## src/rtl/strap_i2c_pkg.sv

```systemverilog
package strap_i2c_pkg;
  localparam int BYTE_W = 8;

  typedef enum logic [3:0] {
    ST_IDLE,
    ST_ADDR,
    ST_AACK,
    ST_MAP,
    ST_MACK,
    ST_WDAT,
    ST_WACK,
    ST_RDAT,
    ST_RACK
  } bus_st_e;
endpackage

```

## src/rtl/sirp_sync.sv

```systemverilog
module sirp_sync #(
  parameter int STAGES = 2
) (
  input  logic clk,
  input  logic rst,
  input  logic scl_i,
  input  logic sda_i,
  output logic scl_s,
  output logic sda_s,
  output logic scl_rise,
  output logic scl_fall,
  output logic start_det,
  output logic stop_det
);
  logic [STAGES-1:0] scl_ff, sda_ff;
  logic scl_q, sda_q;

  always_ff @(posedge clk) begin
    if (rst) begin
      scl_ff <= '1;
      sda_ff <= '1;
      scl_q  <= 1'b1;
      sda_q  <= 1'b1;
    end else begin
      scl_ff <= {scl_ff[STAGES-2:0], scl_i};
      sda_ff <= {sda_ff[STAGES-2:0], sda_i};
      scl_q  <= scl_ff[STAGES-1];
      sda_q  <= sda_ff[STAGES-1];
    end
  end

  assign scl_s     = scl_ff[STAGES-1];
  assign sda_s     = sda_ff[STAGES-1];
  assign scl_rise  = scl_s & ~scl_q;
  assign scl_fall  = ~scl_s & scl_q;
  assign start_det = scl_s & scl_q & sda_q & ~sda_s;
  assign stop_det  = scl_s & scl_q & ~sda_q & sda_s;
endmodule

```

## src/rtl/sirp_ptr.sv

```systemverilog
module sirp_ptr #(
  parameter int PTR_W = 7
) (
  input  logic                              clk,
  input  logic                              rst,
  input  logic                              load,
  input  logic [strap_i2c_pkg::BYTE_W-1:0]  map_byte,
  input  logic                              inc,
  output logic [PTR_W-1:0]                  ptr,
  output logic                              ainc
);
  localparam int MSB = strap_i2c_pkg::BYTE_W - 1;

  always_ff @(posedge clk) begin
    if (rst) begin
      ptr  <= '0;
      ainc <= 1'b0;
    end else if (load) begin
      ptr  <= map_byte[PTR_W-1:0];
      ainc <= map_byte[MSB];
    end else if (inc) begin
      ptr  <= ptr + 1'b1;
    end
  end
endmodule

```

## src/rtl/sirp_ctrl.sv

```systemverilog
module sirp_ctrl
  import strap_i2c_pkg::*;
#(
  parameter logic [4:0] ADDR_PREFIX = 5'b10011
) (
  input  logic              clk,
  input  logic              rst,
  input  logic              sda_s,
  input  logic              scl_rise,
  input  logic              scl_fall,
  input  logic              start_det,
  input  logic              stop_det,
  input  logic [1:0]        strap,
  input  logic              ainc,
  input  logic [BYTE_W-1:0] rdata,
  output logic [BYTE_W-1:0] map_byte,
  output logic              map_ld,
  output logic              ptr_inc,
  output logic              sda_oe,
  output logic              wr,
  output logic [BYTE_W-1:0] wdata
);
  localparam int CNT_W = $clog2(BYTE_W + 1);
  localparam logic [CNT_W-1:0] CNT_FULL = CNT_W'(BYTE_W);

  bus_st_e           st;
  logic [CNT_W-1:0]  cnt;
  logic [BYTE_W-1:0] sh, tx;
  logic              rw, hack;

  assign map_byte = sh;

  always_ff @(posedge clk) begin
    if (rst) begin
      st      <= ST_IDLE;
      cnt     <= '0;
      sh      <= '0;
      tx      <= '0;
      rw      <= 1'b0;
      hack    <= 1'b0;
      sda_oe  <= 1'b0;
      wr      <= 1'b0;
      wdata   <= '0;
      map_ld  <= 1'b0;
      ptr_inc <= 1'b0;
    end else begin
      wr      <= 1'b0;
      map_ld  <= 1'b0;
      ptr_inc <= 1'b0;
      if (start_det) begin
        st     <= ST_ADDR;
        cnt    <= '0;
        sda_oe <= 1'b0;
      end else if (stop_det) begin
        st     <= ST_IDLE;
        sda_oe <= 1'b0;
      end else begin
        case (st)
          ST_ADDR, ST_MAP, ST_WDAT: begin
            if (scl_rise) begin
              sh  <= {sh[BYTE_W-2:0], sda_s};
              cnt <= cnt + 1'b1;
            end else if (scl_fall && cnt == CNT_FULL) begin
              cnt <= '0;
              if (st == ST_ADDR) begin
                if (sh[BYTE_W-1:1] == {ADDR_PREFIX, strap}) begin
                  rw     <= sh[0];
                  sda_oe <= 1'b1;
                  st     <= ST_AACK;
                end else begin
                  st <= ST_IDLE;
                end
              end else if (st == ST_MAP) begin
                map_ld <= 1'b1;
                sda_oe <= 1'b1;
                st     <= ST_MACK;
              end else begin
                wr     <= 1'b1;
                wdata  <= sh;
                sda_oe <= 1'b1;
                st     <= ST_WACK;
              end
            end
          end
          ST_AACK: begin
            if (scl_fall) begin
              cnt <= '0;
              if (rw) begin
                tx     <= rdata;
                sda_oe <= ~rdata[BYTE_W-1];
                st     <= ST_RDAT;
              end else begin
                sda_oe <= 1'b0;
                st     <= ST_MAP;
              end
            end
          end
          ST_MACK: begin
            if (scl_fall) begin
              sda_oe <= 1'b0;
              st     <= ST_WDAT;
            end
          end
          ST_WACK: begin
            if (scl_fall) begin
              sda_oe  <= 1'b0;
              ptr_inc <= ainc;
              st      <= ST_WDAT;
            end
          end
          ST_RDAT: begin
            if (scl_rise) begin
              cnt <= cnt + 1'b1;
            end else if (scl_fall) begin
              if (cnt == CNT_FULL) begin
                sda_oe <= 1'b0;
                st     <= ST_RACK;
              end else begin
                tx     <= {tx[BYTE_W-2:0], 1'b0};
                sda_oe <= ~tx[BYTE_W-2];
              end
            end
          end
          ST_RACK: begin
            if (scl_rise) begin
              hack    <= ~sda_s;
              ptr_inc <= ainc & ~sda_s;
            end else if (scl_fall) begin
              cnt <= '0;
              if (hack) begin
                tx     <= rdata;
                sda_oe <= ~rdata[BYTE_W-1];
                st     <= ST_RDAT;
              end else begin
                st <= ST_IDLE;
              end
            end
          end
          default: st <= ST_IDLE;
        endcase
      end
    end
  end
endmodule

```

## src/rtl/strap_i2c_regport.sv

```systemverilog
module strap_i2c_regport #(
  parameter int         PTR_W       = 7,
  parameter int         SYNC_STAGES = 2,
  parameter logic [4:0] ADDR_PREFIX = 5'b10011
) (
  input  logic             clk,
  input  logic             rst,
  input  logic             scl_i,
  input  logic             sda_i,
  output logic             sda_oe_o,
  input  logic [1:0]       strap_i,
  output logic [PTR_W-1:0] reg_addr_o,
  output logic             reg_wr_o,
  output logic [7:0]       reg_wdata_o,
  input  logic [7:0]       reg_rdata_i
);
  logic       scl_sync, sda_sync, scl_rise, scl_fall, start_det, stop_det;
  logic [1:0] strap_q;
  logic [7:0] map_byte;
  logic       map_ld, ptr_inc, ainc;

  always_ff @(posedge clk) begin
    if (rst) strap_q <= strap_i;
  end

  sirp_sync #(.STAGES(SYNC_STAGES)) u_sync (
    .clk(clk), .rst(rst), .scl_i(scl_i), .sda_i(sda_i),
    .scl_s(scl_sync), .sda_s(sda_sync), .scl_rise(scl_rise),
    .scl_fall(scl_fall), .start_det(start_det), .stop_det(stop_det)
  );

  sirp_ctrl #(.ADDR_PREFIX(ADDR_PREFIX)) u_ctrl (
    .clk(clk), .rst(rst), .sda_s(sda_sync), .scl_rise(scl_rise),
    .scl_fall(scl_fall), .start_det(start_det), .stop_det(stop_det),
    .strap(strap_q), .ainc(ainc), .rdata(reg_rdata_i),
    .map_byte(map_byte), .map_ld(map_ld), .ptr_inc(ptr_inc),
    .sda_oe(sda_oe_o), .wr(reg_wr_o), .wdata(reg_wdata_o)
  );

  sirp_ptr #(.PTR_W(PTR_W)) u_ptr (
    .clk(clk), .rst(rst), .load(map_ld), .map_byte(map_byte),
    .inc(ptr_inc), .ptr(reg_addr_o), .ainc(ainc)
  );
endmodule

```

## config.mk

```make
export PLATFORM = sky130hd
export DESIGN_NAME = strap_i2c_regport
export DESIGN_NICKNAME = d
export VERILOG_FILES = /design/src/rtl/strap_i2c_pkg.sv /design/src/rtl/sirp_sync.sv /design/src/rtl/sirp_ptr.sv /design/src/rtl/sirp_ctrl.sv /design/src/rtl/strap_i2c_regport.sv
export SDC_FILE = /design/constraint.sdc
export NUM_CORES = 1
export LEC_CHECK = 0
export BUFFER_PORTS_ARGS = -buffer_cell sky130_fd_sc_hd__buf_2
export CAP_MARGIN = 20
export CORE_UTILIZATION = 45
export CTS_BUF_LIST = sky130_fd_sc_hd__clkbuf_8
export CTS_CLUSTER_DIAMETER = 150
export DETAILED_ROUTE_END_ITERATION = 7
export PLACE_DENSITY = 0.68
export SLEW_MARGIN = 20
export SYNTH_ARGS = -nofsm -noshare
export SYNTH_HDL_FRONTEND = slang
export SYNTH_HIERARCHICAL = 1
export SYNTH_SLANG_ARGS = --single-unit
```

## constraint.sdc

```tcl
create_clock -name clk -period 3.3 [get_ports clk]
set_input_delay 0 -clock clk [delete_from_list [all_inputs] [get_ports clk]]
set_output_delay 0 -clock clk [all_outputs]
set_load 0.03 [all_outputs]
```

# --- Word-level counts from Yosys, hierarchy flattened ---
# Cells that the tools add are included.
classes:
  n_bitwise: 21
  n_mux: 53
  n_eq_ne: 34
  n_reduce_logical: 19
  n_addsub: 2
op_table:
  columns: ["op", "n"]
  rows:
  - ["7-bit 2-to-1 mux", 10]
  - ["4-bit 2-to-1 mux", 15]
  - ["11-bit AND reduction", 2]
  - ["7-bit one-hot mux with 3 select lines", 1]
  - ["4-bit by 3-bit inequality test with 1-bit output, second input constant", 5]
  - ["4-bit one-hot mux with 5 select lines", 1]
  - ["1-bit 2-to-1 mux", 19]
  - ["9-bit AND reduction", 2]
  - ["4-bit by 3-bit == test with 1-bit output, second input constant", 4]
  - ["2-bit by 1-bit inequality test with 1-bit output, second input constant", 8]
  - ["4-bit one-hot mux with 4 select lines", 1]
  - ["7-bit AND reduction", 2]
  - ["1-bit inverter", 13]
  - ["4-bit inequality test, second input constant", 3]
  - ["2-bit inequality test, second input constant", 5]
  - ["1-bit AND", 8]
  - ["4-bit by 2-bit == test with 1-bit output, second input constant", 2]
  - ["4-bit == test, second input constant", 2]
  - ["4-bit AND reduction", 2]
  - ["7-bit by 1-bit adder with 7-bit output, second input constant", 1]
  - ["7-bit == test", 1]
  - ["7-bit OR reduction", 1]
  - ["3-bit 2-to-1 mux", 2]
  - ["3-bit OR reduction", 2]
  - ["15 further kinds", 17]
word_totals:
  wordCells: 148
  out_inout_bits: 17
  in_bits: 14
  ff_bits: 53

# --- Logic depth before layout (Yosys ltp) ---
# Gate-level depths: netlist (run 1).
logic_depth:
  depth_word: 8
  ltp_mapped: 9
  mapped_depth_nobuf: 7

# --- Cells and area by module ---
# The synthesis (run 1) kept the hierarchy.
by_module_without_submodules:
  columns: ["mod", "cells_per_inst", "instances", "seq_area_each_um2", "area_each_um2"]
  rows:
  - ["sirp_ctrl", 225, 1, 740.7, 1963.1]
  - ["sirp_ptr", 45, 1, 160.2, 386.6]
  - ["sirp_sync", 16, 1, 120.1, 190.2]
  - ["strap_i2c_regport", 2, 1, 60.1, 60.1]

# --- Worst setup path after synthesis (run 1) ---
# Ideal clock, no wire load.
synth_path:
  kind: "register to register"
  from: "register u_ctrl.cnt[0]"
  to: "register u_ctrl.tx[3]"
  synth_period_minus_slack_ns: 2.047
  required_time_ns: 3.221
  arrival_ns: 1.968
  n_path_buf: 2
  path_slack_ns: 1.253
  stages_incl_launch_ff: 10
  setup_ns: 0.079
  cell_sequence: "dfxtp_1 inv_1 ha_1 and3b_1 buf_2 or3_4 a221oi_4 buf_6 nor2_1 a211oi_2"
synth_between:
  elab_chain_len: 3
synth_lines:
  columns: ["item", "line_no", "text"]
  rows:
  - ["from (decl)", "sirp_ctrl.sv:27", "logic [CNT_W-1:0] cnt;"]
  - ["from (signal assigned)", "sirp_ctrl.sv:62", "cnt <= cnt + 1'b1;"]
  - ["from (signal assigned)", "sirp_ctrl.sv:113", "cnt <= cnt + 1'b1;"]
  - ["4-bit == test", "sirp_ctrl.sv:115", "if (cnt == CNT_FULL) begin"]
  - ["2-bit inequality test (no source line)", null, null]
  - ["11-bit AND reduction (no source line)", null, null]
  - ["to (signal assigned)", "sirp_ctrl.sv:89", "tx <= rdata;"]
  - ["to (signal assigned)", "sirp_ctrl.sv:119", "tx <= {tx[BYTE_W-2:0], 1'b0};"]
  - ["to (signal assigned)", "sirp_ctrl.sv:131", "tx <= rdata;"]
  - ["to (decl)", "sirp_ctrl.sv:28", "logic [BYTE_W-1:0] sh, tx;"]
# Every way passes these cells.
# A chain may end at the register's enable or synchronous reset.

# --- Worst setup path after layout (run 1) ---
layout_path:
  from: "register u_sync.scl_q"
  to: "register u_ctrl.tx[0]"
layout_between:
  elab_cells_between_ends: 16
  cone_classes: "5 x eq/ne; 10 x bitwise; 1 x reduce/logical"
layout_lines:
  columns: ["item", "line_no", "text"]
  rows:
  - ["from (decl)", "sirp_sync.sv:16", "logic scl_q, sda_q;"]
  - ["from (signal assigned)", "sirp_sync.sv:27", "scl_q <= scl_ff[STAGES-1];"]
  - ["1-bit AND (*)", "sirp_sync.sv:35", "assign scl_fall = ~scl_s & scl_q;"]
  - ["net scl_fall", "strap_i2c_regport.sv:17", "logic scl_sync, sda_sync, scl_rise, scl_fall, start_det, stop_det;"]
  - ["2-bit by 1-bit inequality test with 1-bit output (no source line)", null, null]
  - ["11-bit AND reduction (no source line) (*)", null, null]
# The timed path passes the listed nets; every way through them passes the cells marked *.

==> results of run 1 <==
-- registers in the layout, indices dropped and copies added, names as in the netlist --
| signal | count |
|---|---|
| u_ctrl/ptr_inc | 1 |
| u_ctrl/st | 4 |
| u_sync/scl_q | 1 |
| u_sync/sda_ff | 2 |
| strap_q | 2 |
| u_ptr/ptr | 7 |
| u_ctrl/tx | 7 |
| u_ctrl/hack | 1 |
| u_ctrl/rw | 1 |
| u_ctrl/map_ld | 1 |
| u_ctrl/sda_oe | 1 |
| u_sync/scl_ff | 2 |
| u_ctrl/cnt | 4 |
| u_ctrl/wdata | 8 |
| u_sync/sda_q | 1 |
| u_ptr/ainc | 1 |
| u_ctrl/map_byte | 8 |
| u_ctrl/wr | 1 |
-- power breakdown --
| group | switching [µW] | total, µW | internal, µW |
|---|---|---|---|
| clock | 215 | 364 | 149 |
| combinational | 210 | 373 | 163 |
| sequential | 67.7 | 754 | 686 |
-- per-layer routing --
metal  up-vias  global-route usage, %
met5         -                      0
met4         0                   6.67
li1       1093                      -
met3         7                   4.53
met1       985                   27.6
met2        66                   29.9
-- repair_timing --
action                    4_1_cts  5_1_grt
setup buffers                   0        0
hold endpoints to repair        5        0
hold buffers                    5        0
-- critical path, cell delays in order, from the launching register on --
cell      delay (ns)
dfxtp_1         0.36
nor2b_1         0.47
nand2b_1        0.20
or3_4           0.44
a221oi_4        0.62
nand3_1         0.16
a21oi_1         0.18
-- cell usage in the layout (no fill, tap or decap), types with 2 or more instances in the layout --
master and count:
a211o_1 2, and3b_1 3, or2_1 6, nand2_1 18, xor2_1 4, buf_2 30
a21oi_1 14, nand4_1 5, and3_1 2, buf_4 2, nor2_1 39, mux2i_1 26
a211oi_1 8, edfxtp_1 2, or3_1 3, dlygate4sd3_1 5, a311oi_1 3, dfxtp_1 51
nand2b_1 4, clkbuf_8 5, a211oi_2 3, inv_1 9, nand3b_1 3, nand3_1 8
nor4_1 3, xnor2_1 3, nor2b_1 9, nor3_1 4, and4b_1 2, nor4bb_1 2
a21boi_0 2, ha_1 3, o211ai_1 4, o21ai_0 10
-- cells by family (layout without fill, tap and decap cells) --
| group | count (synthesis) | in the layout |
|---|---|---|
| AOI/OAI and AO/OA | 56 | 56 |
| xor gates and xnor gates | 7 | 7 |
| adders and majority gates | 3 | 3 |
| buffers and inverters | 24 | 53 |
| DFF | 53 | 53 |
| muxes | 27 | 27 |
| and+or+nand+nor | 118 | 118 |
-- final cells by class --
cell class                      instances  area, µm²
Clock inverter                          3       17.5
Sequential cell                        53       1080
Tap cell                               72       90.1
Timing Repair Buffer                   37        215
Inverter                                8       30.0
Clock buffer                            5       68.8
Multi-Input combinational cell        211       1410
Fill cell                             528       2630
-- final timing paths --
kind / start / end / slack (ns)
worst max-delay path: u_sync/scl_q$_SDFF_PP1_ / u_ctrl/tx[0]$_SDFFE_PP0P_ / 0.80
worst min-delay path: reg_rdata_i[1] / u_ctrl/tx[1]$_SDFFE_PP0P_ / 0.04
worst max register to register: u_sync/scl_q$_SDFF_PP1_ / u_ctrl/tx[0]$_SDFFE_PP0P_ / 0.80
worst min register to register: u_sync/sda_ff[0]$_SDFF_PP1_ / u_sync/sda_ff[1]$_SDFF_PP1_ / 0.41
-- stage by stage --
| step | power (µW) | utilization, % | setup WS (ns) | hold WS, ns | cells |
|---|---|---|---|---|---|
| 2_1_floorplan | 1070 | - | 1.25 | 0.0971 | 288 |
| 3_3_place_gp | 1120 | 50.1 | 0.955 | 0.176 | 376 |
| 3_5_place_dp | 1130 | 50.1 | 0.829 | 0.178 | 376 |
| 4_1_cts | 1500 | 52.6 | 0.814 | 0.0326 | 389 |
| 5_1_grt | 1580 | 52.6 | 0.498 | 0.0434 | 389 |
| 6_report | 1490 | 52.6 | 0.797 | 0.0381 | 389 |
==> run_results.csv, run 1 <==
group,metric,value,unit
run_status,status,"finished clean",
timing,rsz0062_at_grt,"false",
job,drv_cap,0,
layout,fin_nets,333,
layout,design_area,2910,µm²
drt,avgViaCountPerCell,5.53,
timing,slew_headroom,44.4,%
global_route,grt_pass1_vias,2047,
yosys,synth_compound_area_share,15.7,%
drt,avgRoutedWirePerCell,14.0,µm
timing,min_period_over_period,75.9,%
yosys,synth-xor-area-share,2.36,%
placed_design,dpl_cell_area,2780,µm²
global_route,grt_overflow,0,
drt,met3_length,327,µm
clock_network,cts.repair.resized,0,
yosys,synth.yosys.warnings,6,
timing,fin_crit,2.50,ns
yosys,synth_top_area_share,39.3,%
yosys,synthCells,288,
pwr,ir_drop,0.387,mV
min_path,whs_path_depth,3,
yosys,synthAdderAreaFrac,1.44,%
drt,wl_met1,2720,µm
critical_path,arrival,2.73,ns
die,core_area,5540,µm²
timing,fmax,399,MHz
clock_network,insertion_delay,0.31,ns
global_route,grt_max_degree,47,
placed_design,io_buffer_count,30,
timing,hold_viol_final,0,
critical_path,crit_path_start_kind,"register",
critical_path,worstSetupEndpointType,"register",
global_route,grt_pass1_wl,9450,µm
timing,clock_skew,0.00340,ns
clock_network,root_buffer,"clkbuf_8",
die,die_w,78.0,µm
yosys,synth_area_leaders,"dfxtp_1, mux2i_1, nor2_1",
drt,highest_layer,"met4",
drt,drt-pass1-iter-count,4,
layout,drive_above_1_share,15.5,%
global_route,antenna_found_initial,0,
yosys,yosysSeqAreaShare,41.6,%
yosys,synth_flop_cell,"dfxtp_1",
yosys,synth-edff-count,2,
yosys,ys_async_sr_fraction,0,%
drt,vias,2151,
drt,drt-initial-drc-count,212,
min_path,min_path_type,"in2reg",
drt,finalWirelength,5460,µm
layout,syn_to_final_growth,12.0,%
yosys,ys_ff_latch,53,
placed_design,gp_congestion,0.826,
yosys,synth_simple_gate_area_share,24.3,%
global_route,grt_usage,19.7,%
pwr,p_leak,0.00117,µW
drt,antenna_left,0,
critical_path,crit_type,"reg2reg",
yosys,ys_types,53,
timing,worst_pin_slew,0.834,ns
clock_network,tritoncts,"done",
die,core.rowCount,27,
die,io_pins,31,
clock_network,cts_max_path_buffers,2,
clock_network,cts_sinks,53,
placed_design,dp_hpwl,3680,µm
die,dieArea,6090,µm²
clock_network,clkSlewWorstSetupHoldPaths,0.09,ns
yosys,synth_area_leader_cell,"dfxtp_1",
timing,fin_setup_tns,0,ns
drt,drc_errors,0,
clock_network,cts_buffers,5,
clock_network,htree_levels,2,
yosys,synthMostInstantiatedCell,"dfxtp_1",
yosys,syn_nets,305,
yosys,synth_common_cells,"dfxtp_1, nor2_1, mux2i_1",
timing,setup_viol,0,
critical_path,worstPathRequired,3.53,ns
die,die_y,78.0,µm
yosys,avgSynthCellArea,9.03,µm²
pwr,powerDensity,512,nW/µm²
yosys,synth_area,2600,µm²
critical_path,rr_worst_depth,6,
critical_path,crit_fanout,14,
die,start_util,46.9,%
yosys,synth_top_family_by_area,"simple AND/OR/NAND/NOR gates",
layout,n_antenna_cell,0,
yosys,synth.area.mux_share,10.4,%
timing,final_max_slew_viol_count,0,
drt,wl_met2,2330,µm
Note: power is estimated with default switching activity, not from simulation.
==> inputs of run 2 (changes only) <==
Settings changed: PLACE_DENSITY 0.68 to 0.71.
Clock period 3.3 ns to 2.3 ns, I/O delays scaled along.
==> run_results.csv, run 2 (same netlist as run 1, synthesis figures left out) <==
group,metric,value,unit
clock_network,tritoncts,"done",
placed_design,dpl_cell_area,2850,µm²
pwr,ir_drop,0.436,mV
critical_path,path_cells,"inv_1 > ha_1 > and3b_1 > or3_4 > a221oi_4 > buf_6 > nor2_1 > a211oi_1",
die,die_w,78.0,µm
drt,wl_met2,2400,µm
timing,worst_pin_slew,0.828,ns
drt,avgRoutedWirePerCell,13.4,µm
timing,rsz0062_at_grt,"false",
timing,fin_setup_tns,0,ns
placed_design,io_buffer_count,30,
die,die_y,78.0,µm
job,drv_cap,0,
drt,avgViaCountPerCell,5.46,
timing,fmax,479,MHz
layout,n_antenna_cell,0,
layout,fin_nets,343,
die,dieArea,6090,µm²
layout,final_cell_mix,"dfxtp_1, nor2_1, buf_2",
run_status,status,"finished clean",
clock_network,insertion_delay,0.31,ns
clock_network,root_buffer,"clkbuf_8",
placed_design,dp_hpwl,3770,µm
layout,syn_to_final_growth,15.1,%
timing,hold_ws,0.0422,ns
clock_network,htree_levels,2,
clock_network,cts_buffers,5,
timing,slew_headroom,44.8,%
die,core.rowCount,27,
layout,layout_commonest_cell,"dfxtp_1",
timing,min_period_over_period,90.9,%
clock_network,cts_max_path_buffers,2,
global_route,grt_usage,18.8,%
critical_path,worstSetupEndpointType,"register",
drt,met3_length,271,µm
layout,fillCellCount,521,
die,io_pins,31,
min_path,min_path_type,"in2reg",
timing,hold_viol_final,0,
placed_design,gp_congestion,0.922,
layout,design_area,2990,µm²
global_route,grt_pass1_vias,1952,
critical_path,critical_path_buf_inv_count,2,
clock_network,clkSlewWorstSetupHoldPaths,0.10,ns
critical_path,critical-path-top-delay-family,"simple AND/OR/NAND/NOR gates",
drt,antenna_left,0,
critical_path,crit_type,"reg2reg",
die,start_util,46.9,%
layout,multiInputGateArea,1410,µm²
global_route,antenna_found_initial,0,
layout,drive_above_1_share,18.0,%
timing,final_max_slew_viol_count,0,
drt,vias,2179,
critical_path,worstPathRequired,2.52,ns
drt,drc_errors,0,
timing,setup_viol,0,
clock_network,cts_sinks,53,
critical_path,arrival,2.31,ns
drt,drt-initial-drc-count,189,
critical_path,crit_path_max_incr_delay,0.40,ns
drt,highest_layer,"met4",
global_route,grt_overflow,0,
drt,finalWirelength,5350,µm
critical_path,crit_path_start_kind,"register",
timing,clock_skew,0.00591,ns
pwr,p_leak,0.00123,µW
die,core_area,5540,µm²
pwr,power,2180,µW
critical_path,slowest_stage,"or3_4",
global_route,grt_max_degree,47,
layout,seq_area,1080,µm²
timing,setup_slack,0.210,ns
global_route,grt_pass1_wl,9050,µm
critical_path,crit_fanout,14,
placed_design,pre_cts_ws,0.186,ns
drt,drt-pass1-iter-count,4,
drt,wl_met1,2620,µm
timing,fin_crit,2.09,ns
pwr,powerDensity,728,nW/µm²
==> run 2: routing by layer <==
metal	global-route usage, %	vias to the layer above
li1	-	1109
met1	26.7	997
met2	28.1	67
met3	3.49	6
met4	7.22	0
met5	0	-
==> run 2: worst register-to-register path, delay by kind of cell, from the launching register on <==
| kind | cells | cell delay (ns) |
|---|---|---|
| AOI/OAI and AO/OA | 2 | 0.46 |
| and+or+nand+nor | 3 | 0.69 |
| DFF | 1 | 0.39 |
| buffers and inverters | 2 | 0.27 |
| adders and majority gates | 1 | 0.21 |
==> run 2: power by group <==
group | switching, µW | internal [µW]
combinational | 332 | 267
sequential | 66.1 | 985
clock | 314 | 214
==> run 2: layout make-up <==
| cell class | instances | area share, % |
|---|---|---|
| multi-input combinational | 211 | 47.1 |
| sequential | 53 | 36.1 |
| timing repair buffer | 47 | 9.83 |
| tap | 72 | 3.01 |
| clock buffer | 5 | 2.30 |
| inverter | 8 | 1.00 |
| clock inverter | 3 | 0.586 |
==> run 2: final timing paths <==
check                               from                           to  slack, ns  cells past startpoint
max           u_ctrl/cnt[0]$_SDFFE_PP0P_    u_ctrl/tx[6]$_SDFFE_PP0P_       0.21                      8
min                       reg_rdata_i[1]    u_ctrl/tx[1]$_SDFFE_PP0P_       0.04                      3
max reg2reg   u_ctrl/cnt[0]$_SDFFE_PP0P_    u_ctrl/tx[6]$_SDFFE_PP0P_       0.21                      8
min reg2reg  u_sync/scl_ff[0]$_SDFF_PP1_  u_sync/scl_ff[1]$_SDFF_PP1_       0.42                      1
==> run 2: what timing repair did <==
action	CTS	global route
endpoints found under the setup margin	0	1
hold endpoints to repair	5	0
gates resized for setup	0	1
setup buffers	0	0
hold buffers	5	0
==> run 2: per-stage QoR <==
stage / cells / utilization (%)
2_1_floorplan: 288 / -
6_report: 399 / 54.0
3_5_place_dp: 386 / 51.5
5_1_grt: 399 / 54.0
3_3_place_gp: 386 / 51.5
4_1_cts: 399 / 53.9
